File: src/rtl/paf_pkg.sv
`timescale 1ns/1ps
package paf_pkg;

  // Upper bound for the build index carried in the strobe struct
  localparam int unsigned CTL_IDX_W = 8;

  typedef enum logic [2:0] {
    OUT_FWD,
    OUT_RANGE,
    OUT_TRAP,
    OUT_IGNORE,
    OUT_FIREWALL
  } outcome_e;

  typedef struct packed {
    logic                 latchCfg;   // capture boot settings this cycle
    logic                 buildStep;  // one map entry is written this cycle
    logic [CTL_IDX_W-1:0] buildIdx;   // slot handled by the current step
    logic                 runMode;    // map complete, requests accepted
  } ctlStrobes_t;

endpackage

File: src/rtl/paf_ctrl.sv
`timescale 1ns/1ps
module paf_ctrl
  import paf_pkg::*;
#(
  parameter int unsigned NUM_SLOTS = 8
) (
  input  logic        clk,
  input  logic        rstN,
  input  logic        bootStrobe,
  output ctlStrobes_t strobes
);

  localparam int unsigned IDX_W = (NUM_SLOTS > 1) ? $clog2(NUM_SLOTS) : 1;
  localparam logic [IDX_W-1:0] LAST_IDX = IDX_W'(NUM_SLOTS - 1);

  typedef enum logic [1:0] {ST_WAIT, ST_BUILD, ST_RUN} state_e;

  state_e           state;
  logic [IDX_W-1:0] idx;

  always_ff @(posedge clk) begin
    if (!rstN) begin
      state <= ST_WAIT;
      idx   <= '0;
    end else begin
      unique case (state)
        ST_WAIT: begin
          if (bootStrobe) begin
            state <= ST_BUILD;
            idx   <= '0;
          end
        end
        ST_BUILD: begin
          if (idx == LAST_IDX) state <= ST_RUN;
          else                 idx   <= idx + 1'b1;
        end
        default: state <= ST_RUN;
      endcase
    end
  end

  always_comb begin
    strobes           = '0;
    strobes.latchCfg  = (state == ST_WAIT) && bootStrobe;
    strobes.buildStep = (state == ST_BUILD);
    strobes.buildIdx  = CTL_IDX_W'(idx);
    strobes.runMode   = (state == ST_RUN);
  end

  // once the map is built, nothing returns the block to boot
  a_r2_run_sticky: assert property (@(posedge clk) disable iff (!rstN)
    strobes.runMode |=> strobes.runMode);

  // run mode is entered only right after the last build step
  a_r1_enter_after_build: assert property (@(posedge clk) disable iff (!rstN)
    $rose(strobes.runMode) |-> $past(strobes.buildStep) && ($past(idx) == LAST_IDX));

  // build begins only from a captured strobe
  a_r1_build_from_strobe: assert property (@(posedge clk) disable iff (!rstN)
    $rose(strobes.buildStep) |-> $past(strobes.latchCfg));

endmodule

File: src/rtl/paf_datapath.sv
`timescale 1ns/1ps
module paf_datapath
  import paf_pkg::*;
#(
  parameter int unsigned NUM_SLOTS = 8,
  parameter int unsigned ADDR_W    = 16,
  parameter int unsigned OFFS_W    = 12,
  parameter int unsigned DATA_W    = 32
) (
  input  logic                        clk,
  input  logic                        rstN,
  input  ctlStrobes_t                 strobes,
  input  logic [NUM_SLOTS-1:0]        bootEnMask,
  input  logic [NUM_SLOTS-1:0]        bootSecMask,
  input  logic                        bootTrap,
  input  logic                        bootCompact,
  input  logic                        reqValid,
  input  logic                        reqWrite,
  input  logic [ADDR_W-1:0]           reqAddr,
  input  logic [DATA_W-1:0]           reqWdata,
  input  logic                        reqSecure,
  output logic [NUM_SLOTS-1:0]        slotSel,
  output logic                        slotWrite,
  output logic [OFFS_W-1:0]           slotOffs,
  output logic [DATA_W-1:0]           slotWdata,
  input  logic [NUM_SLOTS*DATA_W-1:0] slotRdata,
  output logic                        rspValid,
  output logic                        rspErr,
  output logic [DATA_W-1:0]           rspRdata
);

  localparam int unsigned IDX_W = (NUM_SLOTS > 1) ? $clog2(NUM_SLOTS) : 1;
  localparam int unsigned CNT_W = $clog2(NUM_SLOTS + 1);
  localparam int unsigned WIN_W = ADDR_W - OFFS_W;

  // Captured boot configuration
  logic [NUM_SLOTS-1:0] cfgEn;
  logic [NUM_SLOTS-1:0] cfgSec;
  logic                 cfgTrap;
  logic                 cfgCompact;

  // Map under construction / built
  logic [IDX_W-1:0] baseTab [NUM_SLOTS];
  logic [CNT_W-1:0] enCount;
  logic [IDX_W-1:0] stepIdx;

  assign stepIdx = strobes.buildIdx[IDX_W-1:0];

  always_ff @(posedge clk) begin
    if (!rstN) begin
      cfgEn      <= '0;
      cfgSec     <= '0;
      cfgTrap    <= 1'b0;
      cfgCompact <= 1'b0;
      enCount    <= '0;
    end else if (strobes.latchCfg) begin
      cfgEn      <= bootEnMask;
      cfgSec     <= bootSecMask;
      cfgTrap    <= bootTrap;
      cfgCompact <= bootCompact;
      enCount    <= '0;
    end else if (strobes.buildStep) begin
      enCount <= enCount + CNT_W'(cfgEn[stepIdx]);
    end
  end

  // One map entry per slot, written in its own build step
  for (genvar gi = 0; gi < NUM_SLOTS; gi++) begin : g_base
    always_ff @(posedge clk) begin
      if (!rstN) begin
        baseTab[gi] <= '0;
      end else if (strobes.buildStep && (stepIdx == IDX_W'(gi))) begin
        baseTab[gi] <= cfgCompact ? enCount[IDX_W-1:0] : IDX_W'(gi);
      end
    end
  end

  // Address decode
  logic [WIN_W-1:0]     winIdx;
  logic [31:0]          winExt;
  logic [31:0]          limitExt;
  logic                 inRange;
  logic [NUM_SLOTS-1:0] hitVec;
  logic [IDX_W-1:0]     selIdx;

  assign winIdx   = reqAddr[ADDR_W-1:OFFS_W];
  assign winExt   = 32'(winIdx);
  assign limitExt = cfgCompact ? 32'(enCount) : 32'(NUM_SLOTS);
  assign inRange  = winExt < limitExt;

  for (genvar gi = 0; gi < NUM_SLOTS; gi++) begin : g_hit
    assign hitVec[gi] = cfgCompact ? (cfgEn[gi] && (32'(baseTab[gi]) == winExt))
                                   : (winExt == 32'(gi));
  end

  always_comb begin
    selIdx = '0;
    for (int i = 0; i < NUM_SLOTS; i++) begin
      if (hitVec[i]) selIdx = IDX_W'(i);
    end
  end

  // Access verdict
  outcome_e outcome;
  logic     accept;
  logic     fwd;

  always_comb begin
    if (!inRange)                         outcome = OUT_RANGE;
    else if (!cfgEn[selIdx])              outcome = cfgTrap ? OUT_TRAP : OUT_IGNORE;
    else if (cfgSec[selIdx] && !reqSecure) outcome = OUT_FIREWALL;
    else                                  outcome = OUT_FWD;
  end

  assign accept = reqValid && strobes.runMode;
  assign fwd    = accept && (outcome == OUT_FWD);

  // Slot side: everything held quiet unless forwarded
  assign slotSel   = fwd ? hitVec : '0;
  assign slotWrite = fwd && reqWrite;
  assign slotOffs  = fwd ? reqAddr[OFFS_W-1:0] : '0;
  assign slotWdata = (fwd && reqWrite) ? reqWdata : '0;

  logic [DATA_W-1:0] pickData;
  assign pickData = slotRdata[int'(selIdx)*DATA_W +: DATA_W];

  always_ff @(posedge clk) begin
    if (!rstN) begin
      rspValid <= 1'b0;
      rspErr   <= 1'b0;
      rspRdata <= '0;
    end else begin
      rspValid <= accept;
      rspErr   <= accept && (outcome inside {OUT_RANGE, OUT_TRAP, OUT_FIREWALL});
      rspRdata <= (fwd && !reqWrite) ? pickData : '0;
    end
  end

  // at most one slot at a time
  a_r9_sel_onehot: assert property (@(posedge clk) disable iff (!rstN)
    $onehot0(slotSel));

  // an unfitted slot is never driven
  a_r9_sel_fitted: assert property (@(posedge clk) disable iff (!rstN)
    (slotSel & ~cfgEn) == '0);

  // secure-only slots see secure initiators only
  a_r8_firewall_block: assert property (@(posedge clk) disable iff (!rstN)
    ((slotSel & cfgSec) != '0) |-> reqSecure);

  // quiet slot side before the map is ready
  a_r1_quiet_boot: assert property (@(posedge clk) disable iff (!rstN)
    !strobes.runMode |-> (slotSel == '0));

  // one response per accepted request, next cycle
  a_r9_rsp_follows: assert property (@(posedge clk) disable iff (!rstN)
    accept |=> rspValid);
  a_r9_rsp_only_after_accept: assert property (@(posedge clk) disable iff (!rstN)
    !accept |=> !rspValid);

  // beyond the map always errors
  a_r5_range_error: assert property (@(posedge clk) disable iff (!rstN)
    (accept && !inRange) |=> rspErr);

  // absorbed access returns zero data and no error
  a_r7_ignore_zero: assert property (@(posedge clk) disable iff (!rstN)
    (accept && outcome == OUT_IGNORE) |=> (!rspErr && rspRdata == '0));

endmodule

File: src/rtl/periph_access_filter.sv
`timescale 1ns/1ps
module periph_access_filter
  import paf_pkg::*;
#(
  parameter int unsigned NUM_SLOTS = 8,
  parameter int unsigned ADDR_W    = 16,
  parameter int unsigned OFFS_W    = 12,
  parameter int unsigned DATA_W    = 32
) (
  input  logic                        clk,
  input  logic                        rstN,
  input  logic                        bootStrobe,
  input  logic [NUM_SLOTS-1:0]        bootEnMask,
  input  logic [NUM_SLOTS-1:0]        bootSecMask,
  input  logic                        bootTrap,
  input  logic                        bootCompact,
  input  logic                        reqValid,
  output logic                        reqReady,
  input  logic                        reqWrite,
  input  logic [ADDR_W-1:0]           reqAddr,
  input  logic [DATA_W-1:0]           reqWdata,
  input  logic                        reqSecure,
  output logic [NUM_SLOTS-1:0]        slotSel,
  output logic                        slotWrite,
  output logic [OFFS_W-1:0]           slotOffs,
  output logic [DATA_W-1:0]           slotWdata,
  input  logic [NUM_SLOTS*DATA_W-1:0] slotRdata,
  output logic                        rspValid,
  output logic                        rspErr,
  output logic [DATA_W-1:0]           rspRdata
);

  ctlStrobes_t strobes;

  paf_ctrl #(.NUM_SLOTS(NUM_SLOTS)) u_ctrl (
    .clk        (clk),
    .rstN       (rstN),
    .bootStrobe (bootStrobe),
    .strobes    (strobes)
  );

  paf_datapath #(
    .NUM_SLOTS (NUM_SLOTS),
    .ADDR_W    (ADDR_W),
    .OFFS_W    (OFFS_W),
    .DATA_W    (DATA_W)
  ) u_dp (
    .clk         (clk),
    .rstN        (rstN),
    .strobes     (strobes),
    .bootEnMask  (bootEnMask),
    .bootSecMask (bootSecMask),
    .bootTrap    (bootTrap),
    .bootCompact (bootCompact),
    .reqValid    (reqValid),
    .reqWrite    (reqWrite),
    .reqAddr     (reqAddr),
    .reqWdata    (reqWdata),
    .reqSecure   (reqSecure),
    .slotSel     (slotSel),
    .slotWrite   (slotWrite),
    .slotOffs    (slotOffs),
    .slotWdata   (slotWdata),
    .slotRdata   (slotRdata),
    .rspValid    (rspValid),
    .rspErr      (rspErr),
    .rspRdata    (rspRdata)
  );

  assign reqReady = strobes.runMode;

endmodule

File: config.mk
export PLATFORM = sky130hd
export DESIGN_NAME = periph_access_filter
export DESIGN_NICKNAME = d
export VERILOG_FILES = /design/src/rtl/paf_pkg.sv /design/src/rtl/paf_ctrl.sv /design/src/rtl/paf_datapath.sv /design/src/rtl/periph_access_filter.sv
export SDC_FILE = /design/constraint.sdc
export NUM_CORES = 1
export LEC_CHECK = 0
export BUFFER_PORTS_ARGS = -buffer_cell sky130_fd_sc_hd__buf_2
export CAP_MARGIN = 25
export CORE_AREA = 2 2 161 163
export CTS_CLUSTER_SIZE = 10
export DETAILED_ROUTE_END_ITERATION = 12
export DIE_AREA = 0 0 163 165
export GPL_ROUTABILITY_DRIVEN = 0
export PLACE_DENSITY = 0.58
export REMOVE_ABC_BUFFERS = 1
export SYNTH_ARGS = -nofsm -noshare
export SYNTH_HDL_FRONTEND = slang
export SYNTH_SLANG_ARGS = --single-unit
File: constraint.sdc
create_clock -name clk -period 4.3 [get_ports clk]
set_clock_uncertainty 0.1 [all_clocks]
set_input_delay 0.215 -clock clk [delete_from_list [all_inputs] [get_ports clk]]
set_output_delay 0.215 -clock clk [all_outputs]
set_load 0.02 [all_outputs]
==> results.md, run 1 <==
- Core area: 25000 sq um
- Synth warn: 0
- Largest net degree at the start of global routing: 97
- Buffers on Ports: 415
- Mean Syn Cell Area: 8.00 sq um
- Post-Syn Instances: 819
- Routing usage on met3: 4.92%
- Critical path type: flip-flop to primary output
- Fill count: 2646
- DP HPWL: 22800 um
- Clock latency on the worst-skew pair: 0.35 ns
- Max-cap check violation count: 0
- Post-synthesis cell type count: 56
- Post-route ant nets: 0
- Synth Cell Area: 6550 sq um
- P per Cell Area: 258 nW/um^2
- Initial Util: 26.2%
- Depth of the worst register-to-register path: 10
- Static leakage: 0.00448 uW
- # nets final: 1538
- Number of H-tree levels: 3
- Layout cell share with drive strength beyond 1: 45.7%
- Post-route minimum period: 3.88 ns
- Most frequent cells after synthesis: nand2_1 (212), dfxtp_1 (61), inv_1 (39)
- Via Count: 7596
- Cts bufs inserted: 9
- Origin of the critical flop-to-flop path: u_dp.cfgCompact
- Most frequently used flop master after synthesis: dfxtp_1
- Met2 Usage GRT: 35.2%
- CTS tree: built
- DRC Markers: 0
- Met1 Resource Use GR: 25.3%
- Synth top area cells: dfxtp_1 (19%), nand2_1 (12%), edfxtp_1 (11%), nor4_2 (5.9%), mux2i_1 (5.3%)
- Register area: 1940 sq um
- Max FO, Critical Path: 18
- Status: complete, no violations
- Hold_sp: bootSecMask[1]
- Seq cells post-synth: 85
- Slew at the pin closest to its max-slew limit: 0.988 ns
- Share of the synthesized area in the top cell type: 18.6%
- Slew HR: 34.0%
- I/O Pins: 416
- Ratio of final minimum period to clock period: 90.3%
- Total wire length: 29300 um
- Dpl cell area: 8930 sq um
- Height of the die: 165 um
- Post-synth EDFFs: 24
- Multi-input combinational cell area: 4170 sq um
- TritonCTS Sinks: 85
- Critical path startpoint: u_dp.cfgCompact
- Post-synth top area cell: dfxtp_1
- Root Buffer: clkbuf_16
- Async SR Flop Fraction: 0%
- Hold Path Class: primary input to flip-flop
- Drt first pass iters: 6
- Peak supply drop: 0.000191 V
- CP Capture Type: primary output
- First-pass GRT wire length: 41700 um
- First DRT Iteration DRCs: 450
- Initial antenna violation count: 8
- Hold endpoint: u_dp.cfgSec[1]
- Routed wire per std cell: 19.1 um
- Reg2reg end: u_dp.rspRdata[13]
- Register area share after synthesis: 29.6%
- Hold Crit Depth: 3
- Total die area: 26900 sq um
- Final setup fails: 0
- Worst Path Required: 3.98 ns
- Crit path DAT: 3.57 ns
- CP Launch Type: flip-flop
- GR Overflow Total: 0
- Vias in the first global route: 7245
- Clock transition at path regs: 0.07 ns
- Syn-to-layout area delta: 41.6%
- Cell with the most instances after synthesis: nand2_1
- Clk buf depth: 2
- RSZ-0062 raised after global routing: false
- Sum Neg Setup Slack: 0 ns
- Most Crowded Layer GR: met2
- Die X: 163 um
- Total track usage: 20.5%
- Flop2flop setup slack: 0.84 ns
- Finished Cell Area: 9280 sq um
- Hold Vio Cnt, Final: 0
- Slew Viols, Final: 0
- Vias/cell: 4.94
- Placement Rows: 58
- Fin Hold WS: 0.0106 ns
- Peak Freq: 257 MHz
## stage by stage
stage          setup WS (ns)  total power (uW)  utilization [%]  cells
2_1_floorplan          -1.92              1240                -    751
3_3_place_gp           0.673              1550             35.7   1515
3_5_place_dp           0.709              1550             35.7   1515
4_1_cts                0.329              2430             37.0   1534
5_1_grt                0.177              2520             37.1   1539
6_report               0.415              2390             37.1   1539
## sequential cells by signal (all words and copies together) (netlist names)
name,cells
u_dp.cfgEn,8
u_dp.rspValid,1
u_dp.enCount,4
u_ctrl.idx,3
u_dp.rspRdata,32
u_ctrl.state,2
u_dp.cfgCompact,1
u_dp.cfgTrap,1
u_dp.baseTab,24
u_dp.rspErr,1
u_dp.cfgSec,8
## logic make-up (layout without fill, tap and decap cells)
family                     Yosys count  count (layout)  synth area share [%]
AOI/OAI and AO/OA                  155             155                  19.1
xor gates and xnor gates            26              26                  3.48
adders and majority gates           11              11                  2.10
buffers and inverters              107             492                  7.51
DFF                                 85              85                  29.6
muxes                               37              37                  6.04
other                                0               5                     0
and+or+nand+nor                    398             398                  32.1
## routing by layer
metal  part of all wire, %  vias up  wire [um]
met5                  0.16        -         46
met4                   2.3        6        669
li1                      -     3692          -
met3                   7.1       42       2080
met1                    41     3535      12100
met2                    49      321      14400
## final cells by class
type	count	share of cell area, %
multi-input cells	627	44.9
repair buffers	437	24.7
flip-flops and latches	85	20.9
well taps	330	4.45
clock buffers	10	2.47
inverters	39	1.58
clock inverters	6	0.850
diodes	5	0.135
## worst max-delay path: stages, from the launching register on
cell       delay (ns)
dfxtp_2          0.40
or3b_1           0.48
or3b_4           0.42
nand2_2          0.13
o311ai_0         0.29
o211ai_1         0.46
nand2_1          0.15
buf_4            0.22
a2111oi_2        0.42
buf_2            0.24
## timing repair
action | CTS | global route
endpoints found under the hold margin | 3 | 0
hold buffers | 3 | 0
resized for setup | 0 | 1
setup buffers | 0 | 0
setup endpoints to repair | 0 | 1
## layout by cell type (no fill, tap or decap), types with 3 or more instances in the layout
cell           synthesis  layout
xor2_1                13      13
nor4_2                31      31
nor3_2                19      19
ha_1                  11      11
inv_1                 39      39
nor4_1                 7       7
nand2b_1               3       3
diode_2                0       5
buf_4                  8      16
buf_12                 0       3
o22ai_1               34      34
a21oi_1               10      10
nand2_1              212     211
and2_1                 6       6
nand3b_1               5       5
nand3_1               12      12
a31o_2                32      31
nor3_1                34      34
o21a_1                 4       3
xnor2_1               13      13
a32o_1                32      32
dfxtp_1               61      60
nor2_1                37      35
a21boi_0              18      18
edfxtp_1              24      24
o211ai_1               3       3
dlygate4sd3_1          0       3
nor2b_1               12      12
mux2i_1               35      35
and3_1                 3       3
clkbuf_16              0       9
o21ai_0                3       3
buf_2                 18     415
nand4_1                8       8
## power breakdown
part	leakage, uW	internal, uW	switching, uW	total (uW)
clock network	0.000152	466	387	853
registers	0.000744	843	21.6	865
logic	0.00359	289	386	674
total	0.00448	1600	795	2390
## how the worst max path moves through the flow
stage,cells past startpoint,endpoint,slack [ns]
floorplan,6,slotWrite,-1.92
global placement,10,slotSel[5],0.67
detailed placement,11,slotWdata[10],0.71
CTS,10,slotWdata[10],0.33
global route,10,slotSel[1],0.18
finish,9,slotSel[1],0.42
(Power assumes the default switching activity.)
==> inputs of run 2 (changes only) <==
--- a/config.mk
+++ b/config.mk
@@ -5,14 +5,15 @@
 export SDC_FILE = /design/constraint.sdc
 export NUM_CORES = 1
 export LEC_CHECK = 0
+export ABC_AREA = 1
 export BUFFER_PORTS_ARGS = -buffer_cell sky130_fd_sc_hd__buf_2
 export CAP_MARGIN = 25
-export CORE_AREA = 2 2 161 163
+export CORE_AREA = 2 2 162 164
 export CTS_CLUSTER_SIZE = 10
 export DETAILED_ROUTE_END_ITERATION = 12
-export DIE_AREA = 0 0 163 165
+export DIE_AREA = 0 0 164 166
 export GPL_ROUTABILITY_DRIVEN = 0
-export PLACE_DENSITY = 0.58
+export PLACE_DENSITY = 0.59
 export REMOVE_ABC_BUFFERS = 1
 export SYNTH_ARGS = -nofsm -noshare
 export SYNTH_HDL_FRONTEND = slang
==> run 2 against run 1 <==
Via count increased by 17%. Register-to-register slack about the same. Non-clock buffer count shrank 4. Global-route usage is essentially flat. Sequential power grew 1%. Utilization up 0.46 points. Critical path type unchanged. Largest cell class unchanged. Highest routed layer unchanged.
==> results.md, run 2 <==
- Dpl cell area: 9300 sq um (was 8930 sq um)
- Initial Util: 27.7% (was 26.2%)
- Synth Area in Adders: 1.94% (was 2.10%)
- Fill count: 2838 (was 2646)
- Synth Area in Simple Gates: 50.1% (was 32.1%)
- Post-synth top area cell: nand3_1 (was dfxtp_1)
- Hold Path Class: primary input to flip-flop (unchanged)
- Async SR Flop Fraction: 0% (unchanged)
- CTS tree: built (unchanged)
- Clock latency on the worst-skew pair: 0.36 ns (was 0.35 ns)
- Die X: 164 um (was 163 um)
- Seq cells post-synth: 85 (unchanged)
- P per Cell Area: 263 nW/um^2 (was 258 nW/um^2)
- GR Overflow Total: 0 (unchanged)
- Post-synthesis mux area share: 0% (was 6.04%)
- Setup WS pre-CTS: 0.709 ns (about the same)
- Critical path type: flip-flop to primary output (unchanged)
- Via Count: 8921 (was 7596)
- Most frequently used flop master after synthesis: dfxtp_1 (unchanged)
- Clock transition at path regs: 0.08 ns (was 0.07 ns)
- Max FO, Critical Path: 22 (was 18)
- Height of the die: 166 um (was 165 um)
- Peak Freq: 260 MHz (was 257 MHz)
- Post-synthesis cell type count: 37 (was 56)
- Clk buf depth: 2 (unchanged)
- Slew at the pin closest to its max-slew limit: 0.842 ns (was 0.988 ns)
- DP HPWL: 22100 um (was 22800 um)
- DRC Markers: 0 (unchanged)
- XOR/XNOR Fraction of Synth Area: 2.23% (was 3.48%)
- Worst Path Required: 3.98 ns (about the same)
- Root Buffer: clkbuf_16 (unchanged)
- Final core occ: 37.5% (was 37.1%)
- Number of H-tree levels: 3 (unchanged)
- Cts hold-fix bufs: 0 (was 3)
- Slew HR: 43.8% (was 34.0%)
- Register area: 1940 sq um (about the same)
- Mean Syn Cell Area: 6.17 sq um (was 8.00 sq um)
- Synth top area cells: nand3_1 (25%), dfxtp_1 (17%), nand2_1 (13%), edfxtp_1 (10%), inv_1 (6.2%) (was dfxtp_1 (19%), nand2_1 (12%), edfxtp_1 (11%), nor4_2 (5.9%), mux2i_1 (5.3%))
- Finished Cell Area: 9610 sq um (was 9280 sq um)
- Cell with the most instances after synthesis: nand3_1 (was nand2_1)
- Cts bufs inserted: 9 (unchanged)
- CP max-delay cell: dfxtp_1 (was or3b_1)
- Most frequent cells after synthesis: nand3_1 (351), nand2_1 (239), inv_1 (117) (was nand2_1 (212), dfxtp_1 (61), inv_1 (39))
- Largest delay share family, worst path: simple AND/OR/NAND/NOR gates (unchanged)
- Vias in the first global route: 8053 (was 7245)
- Cell chain of the critical path: inv_2 -> nand3_1 -> nor2_1 -> a31oi_1 -> nand2_1 -> inv_2 -> nand2_2 -> inv_2 -> nand3_1 -> nand3_1 -> nand4_4 -> buf_4 -> nor2_1 -> buf_2 (was or3b_1 -> or3b_4 -> nand2_2 -> o311ai_0 -> o211ai_1 -> nand2_1 -> buf_4 -> a2111oi_2 -> buf_2)
- Share of the synthesized area in the top cell type: 24.8% (was 18.6%)
- Total track usage: 20.5% (about the same)
- I/O Pins: 416 (unchanged)
- CP peak stage delay: 0.42 ns (was 0.48 ns)
- First-pass GRT wire length: 44000 um (was 41700 um)
- # nets final: 1840 (was 1538)
- Commonest non-fill, non-tap cell in the layout: buf_2 (unchanged)
- Post-Syn Instances: 1148 (was 819)
- Peak supply drop: 0.000172 V (was 0.000191 V)
- Status: complete, no violations (unchanged)
- Vias/cell: 4.84 (was 4.94)
- Biggest register: u_dp.rspRdata (unchanged)
- TritonCTS Sinks: 85 (unchanged)
- Drt first pass iters: 6 (unchanged)
- Resize count post-CTS: 0 (unchanged)
- Placement Rows: 59 (was 58)
- Synth Cell Area: 7080 sq um (was 6550 sq um)
- Largest family of logic cells by synthesized area: simple AND/OR/NAND/NOR gates (unchanged)
- Synth warn: 0 (unchanged)
- Hold Vio Cnt, Final: 0 (unchanged)
- Max reg flops: 32 (unchanged)
- Total die area: 27200 sq um (was 26900 sq um)
- Largest net degree at the start of global routing: 77 (was 97)
- CP Capture Type: primary output (unchanged)
- Post-route ant nets: 0 (unchanged)
- Multi-input combinational cell area: 4240 sq um (was 4170 sq um)
- CP Launch Type: flip-flop (unchanged)
- WP buf/inv: 5 (was 2)
- Top flop regs: u_dp.rspRdata: 32 flops, u_dp.baseTab: 24 flops (unchanged)
- Core area: 25600 sq um (was 25000 sq um)
- RSZ-0062 raised after global routing: false (unchanged)
- Buffers on Ports: 415 (unchanged)
- Register area share after synthesis: 27.4% (was 29.6%)
- Compound-Gate Fraction of Synth Area: 5.12% (was 19.1%)
- Post-CTS Setup Inserts: 0 (unchanged)
- Sum Neg Setup Slack: 0 ns (unchanged)
- Post-route minimum period: 3.84 ns (was 3.88 ns)
- Final setup fails: 0 (unchanged)
- Routed wire per std cell: 15.9 um (was 19.1 um)
- Crit path DAT: 3.53 ns (was 3.57 ns)
- Slew Viols, Final: 0 (unchanged)
- Ratio of final minimum period to clock period: 89.3% (was 90.3%)
- Total wire length: 29400 um (was 29300 um)
- Most frequent cells in the layout: buf_2 (415), nand3_1 (351), nand2_1 (237), inv_1 (117), nor2_1 (79) (was buf_2 (415), nand2_1 (211), dfxtp_1 (60), inv_1 (39))
- Setup slack after layout: 0.460 ns (was 0.415 ns)
- First DRT Iteration DRCs: 590 (was 450)
- Max-cap check violation count: 0 (unchanged)
- Layout cell share with drive strength beyond 1: 32.9% (was 45.7%)
- Initial antenna violation count: 5 (was 8)
- Static leakage: 0.00507 uW (was 0.00448 uW)
- Syn-to-layout area delta: 35.7% (was 41.6%)
- Post-synth EDFFs: 24 (unchanged)
-- run 2: cell types whose count changed after synthesis, moves of 17 or more --
cell / delta
a21boi_0: -17
buf_2: +26
a32o_1: -32
nand2_1: +27
nor2_1: +42
a31o_2: -32
o22ai_1: -34
mux2i_1: -35
inv_1: +78
a21oi_1: +18
nand3_1: +339
nor4_2: -31
o21ai_0: +22
-- run 2: final cells by class --
type | instances | share of cell area [%]
Timing Repair Buffer | 433 | 23.4
Antenna cell | 3 | 0.0781
Sequential cell | 85 | 20.2
Clock buffer | 9 | 2.34
Clock inverter | 7 | 0.573
Inverter | 126 | 4.92
Tap cell | 335 | 4.36
Multi-Input combinational cell | 846 | 44.2
-- run 2: stage by stage --
step / instances / hold slack [ns] / power [uW]
after global placement: 1824 / 0.348 / 1740
after CTS: 1840 / 0.00373 / 2550
after detailed placement: 1824 / 0.356 / 1750
after global routing: 1844 / 0.0355 / 2700
final: 1844 / 0.0114 / 2530
after floorplan: 1057 / 0.251 / 1410
-- run 2: cells by family after synthesis --
kind of cell	Yosys count
AO/OA/AOI/OAI	64
XOR/XNOR	18
adder cells (fa/ha/maj)	11
buffers and inverters	217
flip-flops	85
AND/OR/NAND/NOR	753
-- run 2: tightest hold or removal path, delay by kind of cell --
kind	cells	cell delay (ns)
AO/OA/AOI/OAI	1	0.07
buffers and inverters	1	0.08
AND/OR/NAND/NOR	1	0.08
-- run 2: report_power, final --
part	internal [uW]	leakage [uW]	total, uW	switching, uW
combinational	330	0.00420	860	531
sequential	855	0.000745	876	20.1
clock	399	0.000128	792	393
total	1580	0.00507	2530	944
-- run 2: final timing paths --
check	startpoint	end	slack [ns]	cells after the start
setup reg to reg	u_dp.cfgCompact	u_dp.rspRdata[2]	0.85	19
setup / recovery	u_dp.cfgCompact	slotSel[0]	0.46	14
hold reg to reg	u_dp.cfgSec[4]	u_dp.cfgSec[4]	0.36	2
hold / removal	bootSecMask[6]	u_dp.cfgSec[6]	0.01	3
-- run 2: layer usage --
metal / share of wire (%) / global-route usage, % / wire [um]
met5: 0.082 / 0 / 24
met3: 6.7 / 3.80 / 1980
met1: 43 / 26.8 / 12700
met2: 49 / 34.9 / 14300
met4: 1.1 / 4.54 / 316
==> inputs of run 3 (changes only) <==
--- a/config.mk
+++ b/config.mk
@@ -8,12 +8,11 @@
 export ABC_AREA = 1
 export BUFFER_PORTS_ARGS = -buffer_cell sky130_fd_sc_hd__buf_2
 export CAP_MARGIN = 25
-export CORE_AREA = 2 2 162 164
+export CORE_UTILIZATION = 25
 export CTS_CLUSTER_SIZE = 10
 export DETAILED_ROUTE_END_ITERATION = 12
-export DIE_AREA = 0 0 164 166
 export GPL_ROUTABILITY_DRIVEN = 0
-export PLACE_DENSITY = 0.59
+export PLACE_DENSITY = 0.55
 export REMOVE_ABC_BUFFERS = 1
 export SYNTH_ARGS = -nofsm -noshare
 export SYNTH_HDL_FRONTEND = slang
==> run 3 against run 2 <==
Final area is 0.40% higher. Sequential share of layout area is 0.081 points lower. Global-route usage down 1.1 points. Die area grew 6.6%.
==> results.md, run 3 (synthesis results as in run 2) <==
- Status: complete, no violations (unchanged)
- WP depth: 14 (unchanged)
- DP HPWL: 22900 um (was 22100 um)
- Critical path type: flip-flop to primary output (unchanged)
- Dpl cell area: 9330 sq um (was 9300 sq um)
- Initial Util: 25.4% (was 27.7%)
- Final setup fails: 0 (unchanged)
- Peak supply drop: 0.000151 V (was 0.000172 V)
- Post-route minimum period: 3.96 ns (was 3.84 ns)
- Slew HR: 47.2% (was 43.8%)
- Number of H-tree levels: 3 (unchanged)
- TritonCTS Sinks: 85 (unchanged)
- Depth of the worst register-to-register path: 12 (was 19)
- Height of the die: 170 um (was 166 um)
- Initial antenna violation count: 3 (was 5)
- Drt first pass iters: 7 (was 6)
- Max-cap check violation count: 0 (unchanged)
- # nets final: 1840 (unchanged)
- Finished Cell Area: 9650 sq um (was 9610 sq um)
- Total track usage: 19.4% (was 20.5%)
- Met2 Usage GRT: 33.8% (was 34.9%)
- Crit path DAT: 3.64 ns (was 3.53 ns)
- Hold Path Class: primary input to flip-flop (unchanged)
- Total die area: 29000 sq um (was 27200 sq um)
- Slew Viols, Final: 0 (unchanged)
- GR Overflow Total: 0 (unchanged)
- DRC Markers: 0 (unchanged)
- Setup WS pre-CTS: 0.457 ns (was 0.709 ns)
- Hold Vio Cnt, Final: 0 (unchanged)
- Routing usage on met3: 3.40% (was 3.80%)
- CP Capture Type: primary output (unchanged)
- Syn-to-layout area delta: 36.2% (was 35.7%)
- Vias in the first global route: 7852 (was 8053)
- Top flop regs: u_dp.rspRdata: 32 flops, u_dp.baseTab: 24 flops (unchanged)
- I/O Pins: 416 (unchanged)
- Total wire length: 30000 um (was 29400 um)
- Worst Path Required: 3.98 ns (about the same)
- CP Launch Type: flip-flop (unchanged)
- Post-route ant nets: 0 (unchanged)
- Peak Freq: 253 MHz (was 260 MHz)
- Final core occ: 34.6% (was 37.5%)
- Worst path most repeated cell: nand3_1
- Cts bufs inserted: 9 (unchanged)
- Met1 Resource Use GR: 24.8% (was 26.8%)
- Slew at the pin closest to its max-slew limit: 0.792 ns (was 0.842 ns)
- Placement Rows: 61 (was 59)
- Clock latency on the worst-skew pair: 0.36 ns (about the same)
- First DRT Iteration DRCs: 529 (was 590)
- Setup slack after layout: 0.343 ns (was 0.460 ns)
- Core area: 27900 sq um (was 25600 sq um)
- CTS tree: built (unchanged)
- Sum Neg Setup Slack: 0 ns (unchanged)
- Clock transition at path regs: 0.08 ns (about the same)
- Largest delay share family, worst path: simple AND/OR/NAND/NOR gates (unchanged)
- Finished Layout Cells: 1886 (was 1844)
- Clk buf depth: 2 (unchanged)
- Ratio of final minimum period to clock period: 92.0% (was 89.3%)
- Vias/cell: 4.74 (was 4.84)
- Placed Cells: 1866 (was 1824)
- Buffers on Ports: 415 (unchanged)
- Commonest non-fill, non-tap cell in the layout: buf_2 (unchanged)
- Most frequent cells in the layout: buf_2 (415), nand3_1 (351), nand2_1 (236), inv_1 (117), nor2_1 (79) (was buf_2 (415), nand3_1 (351), nand2_1 (237), inv_1 (117), nor2_1 (79))
- First-pass GRT wire length: 43300 um (was 44000 um)
- Cell chain of the critical path: inv_2 -> nand3_1 -> nor2_1 -> a31oi_1 -> nand2_1 -> inv_2 -> nand2_2 -> inv_4 -> nand3_1 -> nand3_1 -> nand4_4 -> buf_4 -> nor3_2 -> buf_2 (was inv_2 -> nand3_1 -> nor2_1 -> a31oi_1 -> nand2_1 -> inv_2 -> nand2_2 -> inv_2 -> nand3_1 -> nand3_1 -> nand4_4 -> buf_4 -> nor2_1 -> buf_2)
- RSZ-0062 raised after global routing: false (unchanged)
- Most Crowded Layer GR: met2 (unchanged)
- Max FO, Critical Path: 22 (unchanged)
- WP buf/inv: 5 (unchanged)
- Max reg flops: 32 (unchanged)
- Largest net degree at the start of global routing: 73 (was 77)
- Hold Crit Depth: 3 (unchanged)
- CP max-delay cell: dfxtp_1 (unchanged)
- Root Buffer: clkbuf_16 (unchanged)
- Post-CTS Setup Inserts: 0 (unchanged)
- Layout cell share with drive strength beyond 1: 32.9% (unchanged)
- Biggest register: u_dp.rspRdata (unchanged)
- Static leakage: 0.00508 uW (was 0.00507 uW)
- Routed wire per std cell: 15.9 um (about the same)
- CP peak stage delay: 0.43 ns (was 0.42 ns)
- Via Count: 8934 (was 8921)
- Die X: 170 um (was 164 um)
- P per Cell Area: 259 nW/um^2 (was 263 nW/um^2)
-- run 3: metal layers --
layer	vias to the layer above	routed length, um
li1	4499	-
met1	4087	13000
met2	327	14700
met3	19	1880
met4	2	354
met5	-	17
-- run 3: cell type report --
cell class | count | area (sq um)
Clock buffer | 10 | 229
Tap cell | 378 | 473
Inverter | 126 | 475
Antenna cell | 2 | 5.00
Fill cell | 3137 | 18200
Clock inverter | 6 | 52.6
Sequential cell | 85 | 1940
Timing Repair Buffer | 433 | 2230
Multi-Input combinational cell | 846 | 4250
-- run 3: path summary, 6_finish.rpt --
check | from | to | slack (ns)
max | u_dp.cfgCompact | slotWdata[7] | 0.34
min | bootSecMask[6] | u_dp.cfgSec[6] | 0.02
max reg2reg | u_dp.cfgCompact | u_dp.rspRdata[12] | 1.02
min reg2reg | u_dp.cfgSec[5] | u_dp.cfgSec[5] | 0.36
-- run 3: power by group --
part,total (uW),switching (uW),internal [uW]
combinational,858,531,327
clock,768,364,404
sequential,876,20.0,856
total,2500,915,1590
-- run 3: timing repair --
item,CTS,global route
resized for setup,0,3
hold endpoints to repair,1,0
hold buffers,1,0
endpoints found under the setup margin,0,46
-- run 3: stage by stage --
stage | total power [uW] | hold slack, ns
detailed placement | 1750 | 0.352
floorplan | 1410 | 0.251
finish | 2500 | 0.0211
global route | 2680 | 0.0506
CTS | 2540 | 0.0112
global placement | 1750 | 0.343
-- run 3: worst register-to-register path: cells and delay by family, from the launching register on --
family / cells / cell delay [ns]
flip-flops: 1 / 0.43
AND/OR/NAND/NOR: 7 / 1.03
buffers and inverters: 4 / 1.46
AO/OA/AOI/OAI: 1 / 0.18
